### src/rtl/bpu_pkg.sv
package bpu_pkg;

  // Flags of one bus clock, kept for the parity clock that follows it.
  typedef struct packed {
    logic drive;
    logic addr;
    logic data;
    logic sel;
    logic spec;
    logic wide;
  } bpu_flags_t;

endpackage

### src/rtl/bpu_lane_parity.sv
module bpu_lane_parity #(
  parameter int LANE_AD_W = 32,
  parameter int LANE_BE_W = 4
) (
  input  logic [LANE_AD_W-1:0] ad_i,
  input  logic [LANE_BE_W-1:0] cbe_i,
  output logic                 par_o
);

  // Even parity: the XOR over every line, whatever the enables say.
  always_comb begin
    par_o = ^{ad_i, cbe_i};
  end

endmodule

### src/rtl/bpu_stage.sv
module bpu_stage
  import bpu_pkg::*;
#(
  parameter int LANES = 2
) (
  input  logic             clk,
  input  logic             rst_n,
  input  bpu_flags_t       flags_i,
  input  logic [LANES-1:0] par_i,
  output bpu_flags_t       flags_q,
  output logic [LANES-1:0] par_q,
  output logic             par_oe_o,
  output logic             par64_oe_o
);

  logic             cap_en;
  bpu_flags_t       flags_d;
  logic [LANES-1:0] par_d;

  always_comb begin
    cap_en  = flags_i.drive | flags_i.addr | flags_i.data;
    flags_d = flags_i;
    par_d   = cap_en ? par_i : par_q;
  end

  always_ff @(posedge clk or negedge rst_n) begin
    if (!rst_n) begin
      flags_q <= '0;
      par_q   <= '0;
    end else begin
      flags_q <= flags_d;
      par_q   <= par_d;
    end
  end

  always_comb begin
    par_oe_o   = flags_q.drive;
    par64_oe_o = flags_q.drive & flags_q.wide;
  end

  AST_OE_AFTER_DRIVE: assert property (@(posedge clk) disable iff (!rst_n)
    flags_i.drive |=> par_oe_o);

  AST_OE64_WITHIN_OE: assert property (@(posedge clk) disable iff (!rst_n)
    par64_oe_o |-> par_oe_o);

endmodule

### src/rtl/bpu_check.sv
module bpu_check
  import bpu_pkg::*;
#(
  parameter int LANES = 2
) (
  input  logic             clk,
  input  logic             rst_n,
  input  bpu_flags_t       flags_q,
  input  logic [LANES-1:0] par_q,
  input  logic [LANES-1:0] par_rx_i,
  output logic             perr_set_o,
  output logic             serr_set_o,
  output logic             perr_n_o,
  output logic             serr_n_o
);

  logic [LANES-1:0] lane_bad;
  logic             mismatch;
  logic             rx;

  // Lane 0 is always checked; the upper lanes only when qualified.
  for (genvar g = 0; g < LANES; g++) begin : g_lane
    if (g == 0) begin : g_low
      assign lane_bad[g] = par_q[g] ^ par_rx_i[g];
    end else begin : g_high
      assign lane_bad[g] = flags_q.wide & (par_q[g] ^ par_rx_i[g]);
    end
  end

  always_comb begin
    mismatch   = |lane_bad;
    rx         = ~flags_q.drive;
    perr_set_o = rx & mismatch & flags_q.data & ~flags_q.addr
                 & flags_q.sel & ~flags_q.spec;
    serr_set_o = rx & mismatch
                 & (flags_q.addr | (flags_q.data & flags_q.spec));
  end

  always_ff @(posedge clk or negedge rst_n) begin
    if (!rst_n) begin
      perr_n_o <= 1'b1;
      serr_n_o <= 1'b1;
    end else begin
      perr_n_o <= ~perr_set_o;
      serr_n_o <= ~serr_set_o;
    end
  end

  AST_NO_PERR_ON_DRIVEN: assert property (@(posedge clk) disable iff (!rst_n)
    flags_q.drive |=> perr_n_o);

  AST_ERR_EXCLUSIVE: assert property (@(posedge clk) disable iff (!rst_n)
    !(!perr_n_o && !serr_n_o));

endmodule

### src/rtl/bpu_sticky.sv
module bpu_sticky #(
  parameter int N = 2
) (
  input  logic         clk,
  input  logic         rst_n,
  input  logic [N-1:0] set_i,
  input  logic [N-1:0] clr_i,
  output logic [N-1:0] flag_q
);

  logic [N-1:0] flag_d;

  for (genvar g = 0; g < N; g++) begin : g_bit
    always_comb begin
      flag_d[g] = set_i[g] | (flag_q[g] & ~clr_i[g]);
    end
  end

  always_ff @(posedge clk or negedge rst_n) begin
    if (!rst_n) flag_q <= '0;
    else        flag_q <= flag_d;
  end

  AST_SET_WINS: assert property (@(posedge clk) disable iff (!rst_n)
    (|set_i) |=> (|flag_q));

endmodule

### src/rtl/bus_parity_unit.sv
module bus_parity_unit
  import bpu_pkg::*;
#(
  parameter int LANE_AD_W = 32,
  parameter int LANE_BE_W = 4
) (
  input  logic                     clk,
  input  logic                     rst_n,
  input  logic [2*LANE_AD_W-1:0]   ad_i,
  input  logic [2*LANE_BE_W-1:0]   cbe_i,
  input  logic                     drive_i,
  input  logic                     addr_i,
  input  logic                     data_i,
  input  logic                     sel_i,
  input  logic                     spec_i,
  input  logic                     req64_n_i,
  input  logic                     ack64_n_i,
  input  logic                     par_rx_i,
  input  logic                     par64_rx_i,
  input  logic                     perr_clr_i,
  input  logic                     serr_clr_i,
  output logic                     par_o,
  output logic                     par64_o,
  output logic                     par_oe_o,
  output logic                     par64_oe_o,
  output logic                     perr_n_o,
  output logic                     serr_n_o,
  output logic                     perr_flag_o,
  output logic                     serr_flag_o
);

  localparam int LANES = 2;

  bpu_flags_t       flags_in;
  bpu_flags_t       flags_q;
  logic [LANES-1:0] lane_par;
  logic [LANES-1:0] par_q;
  logic             perr_set;
  logic             serr_set;
  logic [1:0]       flags_out;

  for (genvar g = 0; g < LANES; g++) begin : g_par
    bpu_lane_parity #(.LANE_AD_W(LANE_AD_W), .LANE_BE_W(LANE_BE_W)) u_lane (
      .ad_i  (ad_i[g*LANE_AD_W +: LANE_AD_W]),
      .cbe_i (cbe_i[g*LANE_BE_W +: LANE_BE_W]),
      .par_o (lane_par[g])
    );
  end

  // High-half qualification from the width-negotiation lines.
  always_comb begin
    flags_in.drive = drive_i;
    flags_in.addr  = addr_i;
    flags_in.data  = data_i;
    flags_in.sel   = sel_i;
    flags_in.spec  = spec_i;
    flags_in.wide  = addr_i ? ~req64_n_i
                   : (data_i & ~req64_n_i & ~ack64_n_i);
  end

  bpu_stage #(.LANES(LANES)) u_stage (
    .clk        (clk),
    .rst_n      (rst_n),
    .flags_i    (flags_in),
    .par_i      (lane_par),
    .flags_q    (flags_q),
    .par_q      (par_q),
    .par_oe_o   (par_oe_o),
    .par64_oe_o (par64_oe_o)
  );

  bpu_check #(.LANES(LANES)) u_check (
    .clk        (clk),
    .rst_n      (rst_n),
    .flags_q    (flags_q),
    .par_q      (par_q),
    .par_rx_i   ({par64_rx_i, par_rx_i}),
    .perr_set_o (perr_set),
    .serr_set_o (serr_set),
    .perr_n_o   (perr_n_o),
    .serr_n_o   (serr_n_o)
  );

  bpu_sticky #(.N(2)) u_sticky (
    .clk    (clk),
    .rst_n  (rst_n),
    .set_i  ({serr_set, perr_set}),
    .clr_i  ({serr_clr_i, perr_clr_i}),
    .flag_q (flags_out)
  );

  always_comb begin
    par_o       = par_q[0];
    par64_o     = par_q[1];
    perr_flag_o = flags_out[0];
    serr_flag_o = flags_out[1];
  end

  AST_PERR_FLAGGED: assert property (@(posedge clk) disable iff (!rst_n)
    !perr_n_o |-> perr_flag_o);

  AST_SERR_FLAGGED: assert property (@(posedge clk) disable iff (!rst_n)
    !serr_n_o |-> serr_flag_o);

  AST_QUIET_WHEN_IDLE: assert property (@(posedge clk) disable iff (!rst_n)
    (!addr_i && !data_i) |=> ##1 (perr_n_o && serr_n_o));

endmodule

### config.mk
export PLATFORM = sky130hd
export DESIGN_NAME = bus_parity_unit
export DESIGN_NICKNAME = d
export VERILOG_FILES = /design/src/rtl/bpu_pkg.sv /design/src/rtl/bpu_lane_parity.sv /design/src/rtl/bpu_stage.sv /design/src/rtl/bpu_check.sv /design/src/rtl/bpu_sticky.sv /design/src/rtl/bus_parity_unit.sv
export SDC_FILE = /design/constraint.sdc
export NUM_CORES = 1
export LEC_CHECK = 0
export ABC_AREA = 1
export BUFFER_PORTS_ARGS = -buffer_cell sky130_fd_sc_hd__buf_4
export CORE_MARGIN = 4
export CORE_UTILIZATION = 51
export CTS_CLUSTER_DIAMETER = 50
export DETAILED_ROUTE_END_ITERATION = 12
export PLACE_DENSITY = 0.91
export SYNTH_ARGS = -nofsm -noshare
export SYNTH_HDL_FRONTEND = slang
export SYNTH_SLANG_ARGS = --single-unit
### constraint.sdc
create_clock -name clk -period 2.85 [get_ports clk]
set_clock_uncertainty 0.15 [all_clocks]
set_input_delay 0.57 -clock clk [delete_from_list [all_inputs] [get_ports clk]]
set_output_delay 0.57 -clock clk [all_outputs]
set_load 0.02 [all_outputs]
==> results of run 1 <==
sequential cells by signal, indices dropped and copies added, names as in the netlist:
signal,cells
u_check.serr_n_o,1
u_stage.par_oe_o,1
u_stage.par_q,2
u_sticky.flag_q,2
u_check.perr_n_o,1
u_stage.flags_q,5
routing by layer:
layer | global-route usage (%) | up-vias | share of wire (%) | wire length, um
met1 | 21.8 | 1001 | 39 | 1790
met5 | 0 | - | 0 | 0
li1 | - | 1299 | - | -
met2 | 36.3 | 69 | 53 | 2410
met4 | 3.90 | 0 | 0.63 | 29
met3 | 4.65 | 5 | 7.8 | 356
stage by stage:
stage	util, %	worst slack [ns]
after floorplan	-	1.23
after detailed placement	76.6	1.00
after global placement	76.6	1.04
after global routing	78.1	1.05
final	78.1	1.25
after CTS	78.1	1.24
synthesized netlist by cell type (all sizes together):
master	count
dfstp	2
o21ai	3
nor3	1
nand4	1
dfrtp	10
nand2	242
nor2	6
a21oi	2
xnor2	21
inv	51
nand3	18
xor2	17
critical path: cells and delay by family, from the launching register on:
kind	cells	cell delay (ns)
DFF	1	0.39
buffers and inverters	2	0.18
and+or+nand+nor	1	0.07
final cells by class:
class,instances,area (um2),area share (%)
Timing Repair Buffer,92,691,25.5
Clock buffer,4,55.1,2.03
Tap cell,46,57.6,2.12
Sequential cell,12,303,11.2
Inverter,51,191,7.06
Multi-Input combinational cell,311,1410,52.1
how the worst max path moves through the flow:
stage / startpoint / end / slack, ns / cells past startpoint
after floorplan: ad_i[52] / u_stage.par_q[1] / 1.23 / 12
after detailed placement: ad_i[52] / u_stage.par_q[1] / 1.00 / 13
final: u_stage.par_oe_o / par64_oe_o / 1.25 / 3
after global routing: ad_i[59] / u_stage.par_q[1] / 1.05 / 15
after global placement: ad_i[1] / u_stage.par_q[0] / 1.04 / 11
after CTS: u_stage.par_oe_o / par64_oe_o / 1.24 / 3
cells in the final DEF (no fill, tap or decap):
cell type / n
nand2_1: 239
buf_4: 92
inv_1: 47
xnor2_1: 21
xor2_1: 17
nand3_1: 16
dfrtp_1: 10
nor2_1: 6
inv_2: 4
clkbuf_8: 4
o21ai_0: 3
a21oi_1: 2
nand2_2: 2
nand3_2: 2
dfstp_2: 2
nand4_1: 1
nor3_1: 1
nand2_4: 1
where the power goes:
group | internal, W | switching, W
Combinational | 0.000237 | 0.000272
Sequential | 0.000199 | 0.0000190
Clock | 0.000122 | 0.0000581
cells by family after synthesis:
| kind of cell | share of synthesized area [%] |
|---|---|
| AO/OA/AOI/OAI | 1.31 |
| buffers and inverters | 10.0 |
| flip-flops | 15.9 |
| AND/OR/NAND/NOR | 55.3 |
| XOR/XNOR | 17.5 |
==> impl_metrics.yaml, run 1 <==
status:
  status: "completed"
logic_synthesis:
  syn_area_um2: 1910
  seq_area_frac_synth_pct: 15.9
  synth_top_area_share_pct: 47.0
  syn_nets: 459
  ys_ff_latch: 12
  synth_cell_types: 16
  syn_area_per_cell_um2: 5.10
  ys_warn_count: 0
  synth_area_leaders: "nand2_1, dfrtp_1, xnor2_1, inv_1, xor2_1"
  yosys.area.top_type: "nand2_1"
  synthCells: 374
floorplanning:
  core-area_um2: 3470
  dieArea_um2: 4780
  ios: 93
  fp-row-count: 21
  die_width_um: 69.1
  initial_core_util_pct: 55.0
  die_h_um: 69.1
layout:
  n_fill_cell: 284
  n_antenna_cell: 0
  finalNetCount: 556
  drive_gt1_share_pct: 22.8
  fin_area_um2: 2710
  stdcell_count: 516
  area_growth_pct: 42.1
timing:
  finalSetupViolCount: 0
  period_share_pct: 56.2
  max_freq_mhz: 624
  layout_min_cycle_time_ns: 1.60
  holdWs_ns: 0.00776
  rsz0062_at_grt: "no"
  tns_ns: 0
  finalHoldViolCount: 0
  tightest_slew_ns: 0.353
  slew_viol_final: 0
  relSlewSlack_pct: 76.3
run:
  cap_violations: 0
pwr:
  power_density_nw_per_um2: 334
  irDropWorstVdd_uv: 167
  leakagePower_nw: 1.74
  finalPower_w: 0.000906
global_routing:
  grt_pass1_vias: 2089
  track_usage_pct: 19.3
  antenna_found_initial: 0
  grt_max_degree: 13
  grt-ovfl-total: 0
  grt_first_pass_wirelength_um: 8050
clocking:
  postCtsSetupBuffers: 0
  clock_path_buffers: 2
  cts_root_buffer: "clkbuf_8"
  htree_levels: 1
  ctsHoldBuffers: 0
  cts_resized: 0
  clkLatencyLatePin_ns: 0.24
  cts_tree: "built"
  cts_buffers: 3
  clkTransAtPathRegs_ns: 0.05
  clkSinkCount: 12
critical_path:
  r2r-start: "u_stage.par_q[1]"
  path_cells: "nand2_1 > inv_1 > buf_4"
  rrSetupSlack_ns: 1.55
  worstPathArrival_ns: 0.88
  max_stage_delay_ns: 0.39
  rr_worst_depth: 5
  end_kind: "output port"
  critPathKind: "reg2out"
  worst-endpoint-required_ns: 2.13
  slowest_stage: "dfrtp_1"
  crit_path_max_fanout: 3
  critPathLaunchType: "flop"
  r2r_end: "u_sticky.flag_q[1]"
drt:
  wl_per_cell_um: 8.88
  vias_per_cell: 4.60
  drt_iter0_drc: 77
  vias: 2374
  dr.pass1.iters: 4
  drc: 0
  ant_nets: 0
  routed_wl_um: 4580
placed_design:
  gp_congestion: 0.788
  portBuffers: 92
  dp_cells: 512
  place_area_um2: 2660
  hpwlAfterDp_um: 4150
worst_hold_path:
  min_path_type: "in2async"
(Power assumes the default switching activity.)
==> run 2: changes to the inputs <==
Settings changed: CORE_UTILIZATION 51 to 47, PLACE_DENSITY 0.91 to 0.85.
Clock period 2.85 ns to 1.5 ns, I/O delays scaled along.
==> impl_metrics.yaml, run 2 (synthesis results as in run 1) <==
status:
  status: "completed"
clocking:
  clkLatencyLatePin_ns: 0.23
  cts_root_buffer: "clkbuf_8"
  clock_path_buffers: 2
  clkTransAtPathRegs_ns: 0.05
  cts_tree: "built"
  cts_buffers: 3
  htree_levels: 1
  clkSinkCount: 12
  cts_resized: 0
worst_hold_path:
  min_path_type: "in2reg"
  min_from: "spec_i"
  worstHoldEndpoint: "u_stage.flags_q[1]"
  timing.hold.worst_path_depth: 1
critical_path:
  critPathKind: "reg2reg"
  crit_path_max_fanout: 3
  r2r_end: "u_sticky.flag_q[0]"
  slowest_stage: "dfrtp_1"
  rrSetupSlack_ns: 0.15
  critPathLaunchType: "flop"
  max_stage_delay_ns: 0.40
  path_cells: "xor2_1 > nand2_1 > a21oi_1 > nand4_1 > o21ai_0"
  rr_worst_depth: 5
  critPathLaunch: "u_stage.par_q[1]"
  worstPathArrival_ns: 1.34
  r2r-start: "u_stage.par_q[1]"
  worst-endpoint-required_ns: 1.49
  end_kind: "flop"
timing:
  tightest_slew_ns: 0.316
  layout_min_cycle_time_ns: 1.35
  relSlewSlack_pct: 78.7
  period_share_pct: 90.1
  max_freq_mhz: 740
  rsz0062_at_grt: "no"
  slew_viol_final: 0
  tns_ns: 0
  holdWs_ns: 0.0261
  finalSetupViolCount: 0
  finalHoldViolCount: 0
drt:
  vias: 2373
  drt_iter0_drc: 66
  routed_wl_um: 4480
  vias_per_cell: 4.57
  ant_nets: 0
  dr.pass1.iters: 4
  wl_per_cell_um: 8.64
  drc: 0
global_routing:
  antenna_found_initial: 0
  grt_pass1_vias: 2126
  grt_max_degree: 13
  grt_first_pass_wirelength_um: 7710
  track_usage_pct: 17.2
  grt-ovfl-total: 0
layout:
  reg_top3: "u_stage.flags_q x5, u_stage.par_q x2, u_sticky.flag_q x2"
  regMostFlops: "u_stage.flags_q"
  n_antenna_cell: 0
  stdcell_count: 519
  drive_gt1_share_pct: 22.7
  fin_area_um2: 2720
  area_growth_pct: 42.8
  largest_reg_flops: 5
  final_common_cell: "nand2_1"
  mostFrequentLayoutCells: "nand2_1, buf_4, inv_1, xnor2_1, xor2_1"
  finalNetCount: 557
floorplanning:
  ios: 93
  initial_core_util_pct: 50.2
  die_h_um: 71.7
  dieArea_um2: 5140
  die_width_um: 71.7
  core-area_um2: 3800
  fp-row-count: 22
pwr:
  irDropWorstVdd_uv: 298
  leakagePower_nw: 1.75
  power_density_nw_per_um2: 631
placed_design:
  place_area_um2: 2660
  hpwlAfterDp_um: 4120
  gp_congestion: 0.756
  portBuffers: 92
  dp_cells: 514
run:
  cap_violations: 0
-- run 2: cell type report --
class,count,area [um2]
multi-input combinational,311,1410
fill,355,1080
timing repair buffer,93,701
sequential,12,303
inverter,51,191
tap,48,60.1
clock buffer,4,55.1
-- run 2: how the worst max path moves through the flow --
| stage | end | slack, ns | cells after the start |
|---|---|---|---|
| 2_1_floorplan | u_stage.par_q[1] | 0.15 | 12 |
| 3_3_place_gp | u_stage.par_q[1] | -0.04 | 13 |
| 3_5_place_dp | u_stage.par_q[0] | -0.1 | 15 |
| 4_1_cts | u_stage.par_q[0] | 0.15 | 15 |
| 5_1_grt | u_stage.par_q[1] | 0.03 | 13 |
| 6_report | u_sticky.flag_q[0] | 0.15 | 5 |
-- run 2: layer usage --
layer | GRT usage, % | vias to the layer above | part of all wire (%)
met3 | 4.21 | 4 | 8.8
met5 | 0 | - | 0
met4 | 3.13 | 0 | 0.91
met1 | 18.6 | 1011 | 38
li1 | - | 1293 | -
met2 | 33.5 | 65 | 53
-- run 2: through the flow --
stage / utilization, % / total power, W / setup slack [ns]
2_1_floorplan: - / 0.00101 / 0.150
3_3_place_gp: 70.0 / 0.00135 / -0.0404
3_5_place_dp: 70.0 / 0.00139 / -0.0980
4_1_cts: 71.7 / 0.00173 / 0.147
5_1_grt: 71.7 / 0.00188 / 0.0309
6_report: 71.7 / 0.00172 / 0.149
-- run 2: power by group --
group,leakage (nW),total [W],internal [W],switching (W)
logic,1.58,0.000964,0.000451,0.000513
registers,0.142,0.000418,0.000378,0.0000400
clock network,0.0288,0.000336,0.000231,0.000105
-- run 2: worst max-delay path: cells and delay by family, from the launching register on --
family | cells | cell delay, ns
flip-flops | 1 | 0.40
AO/OA/AOI/OAI | 2 | 0.31
XOR/XNOR | 1 | 0.19
AND/OR/NAND/NOR | 2 | 0.21
-- run 2: what timing repair did --
item	in CTS	in global routing
hold buffers	1	0
setup buffers	0	0
endpoints found under the hold margin	12	0
endpoints found under the setup margin	0	0
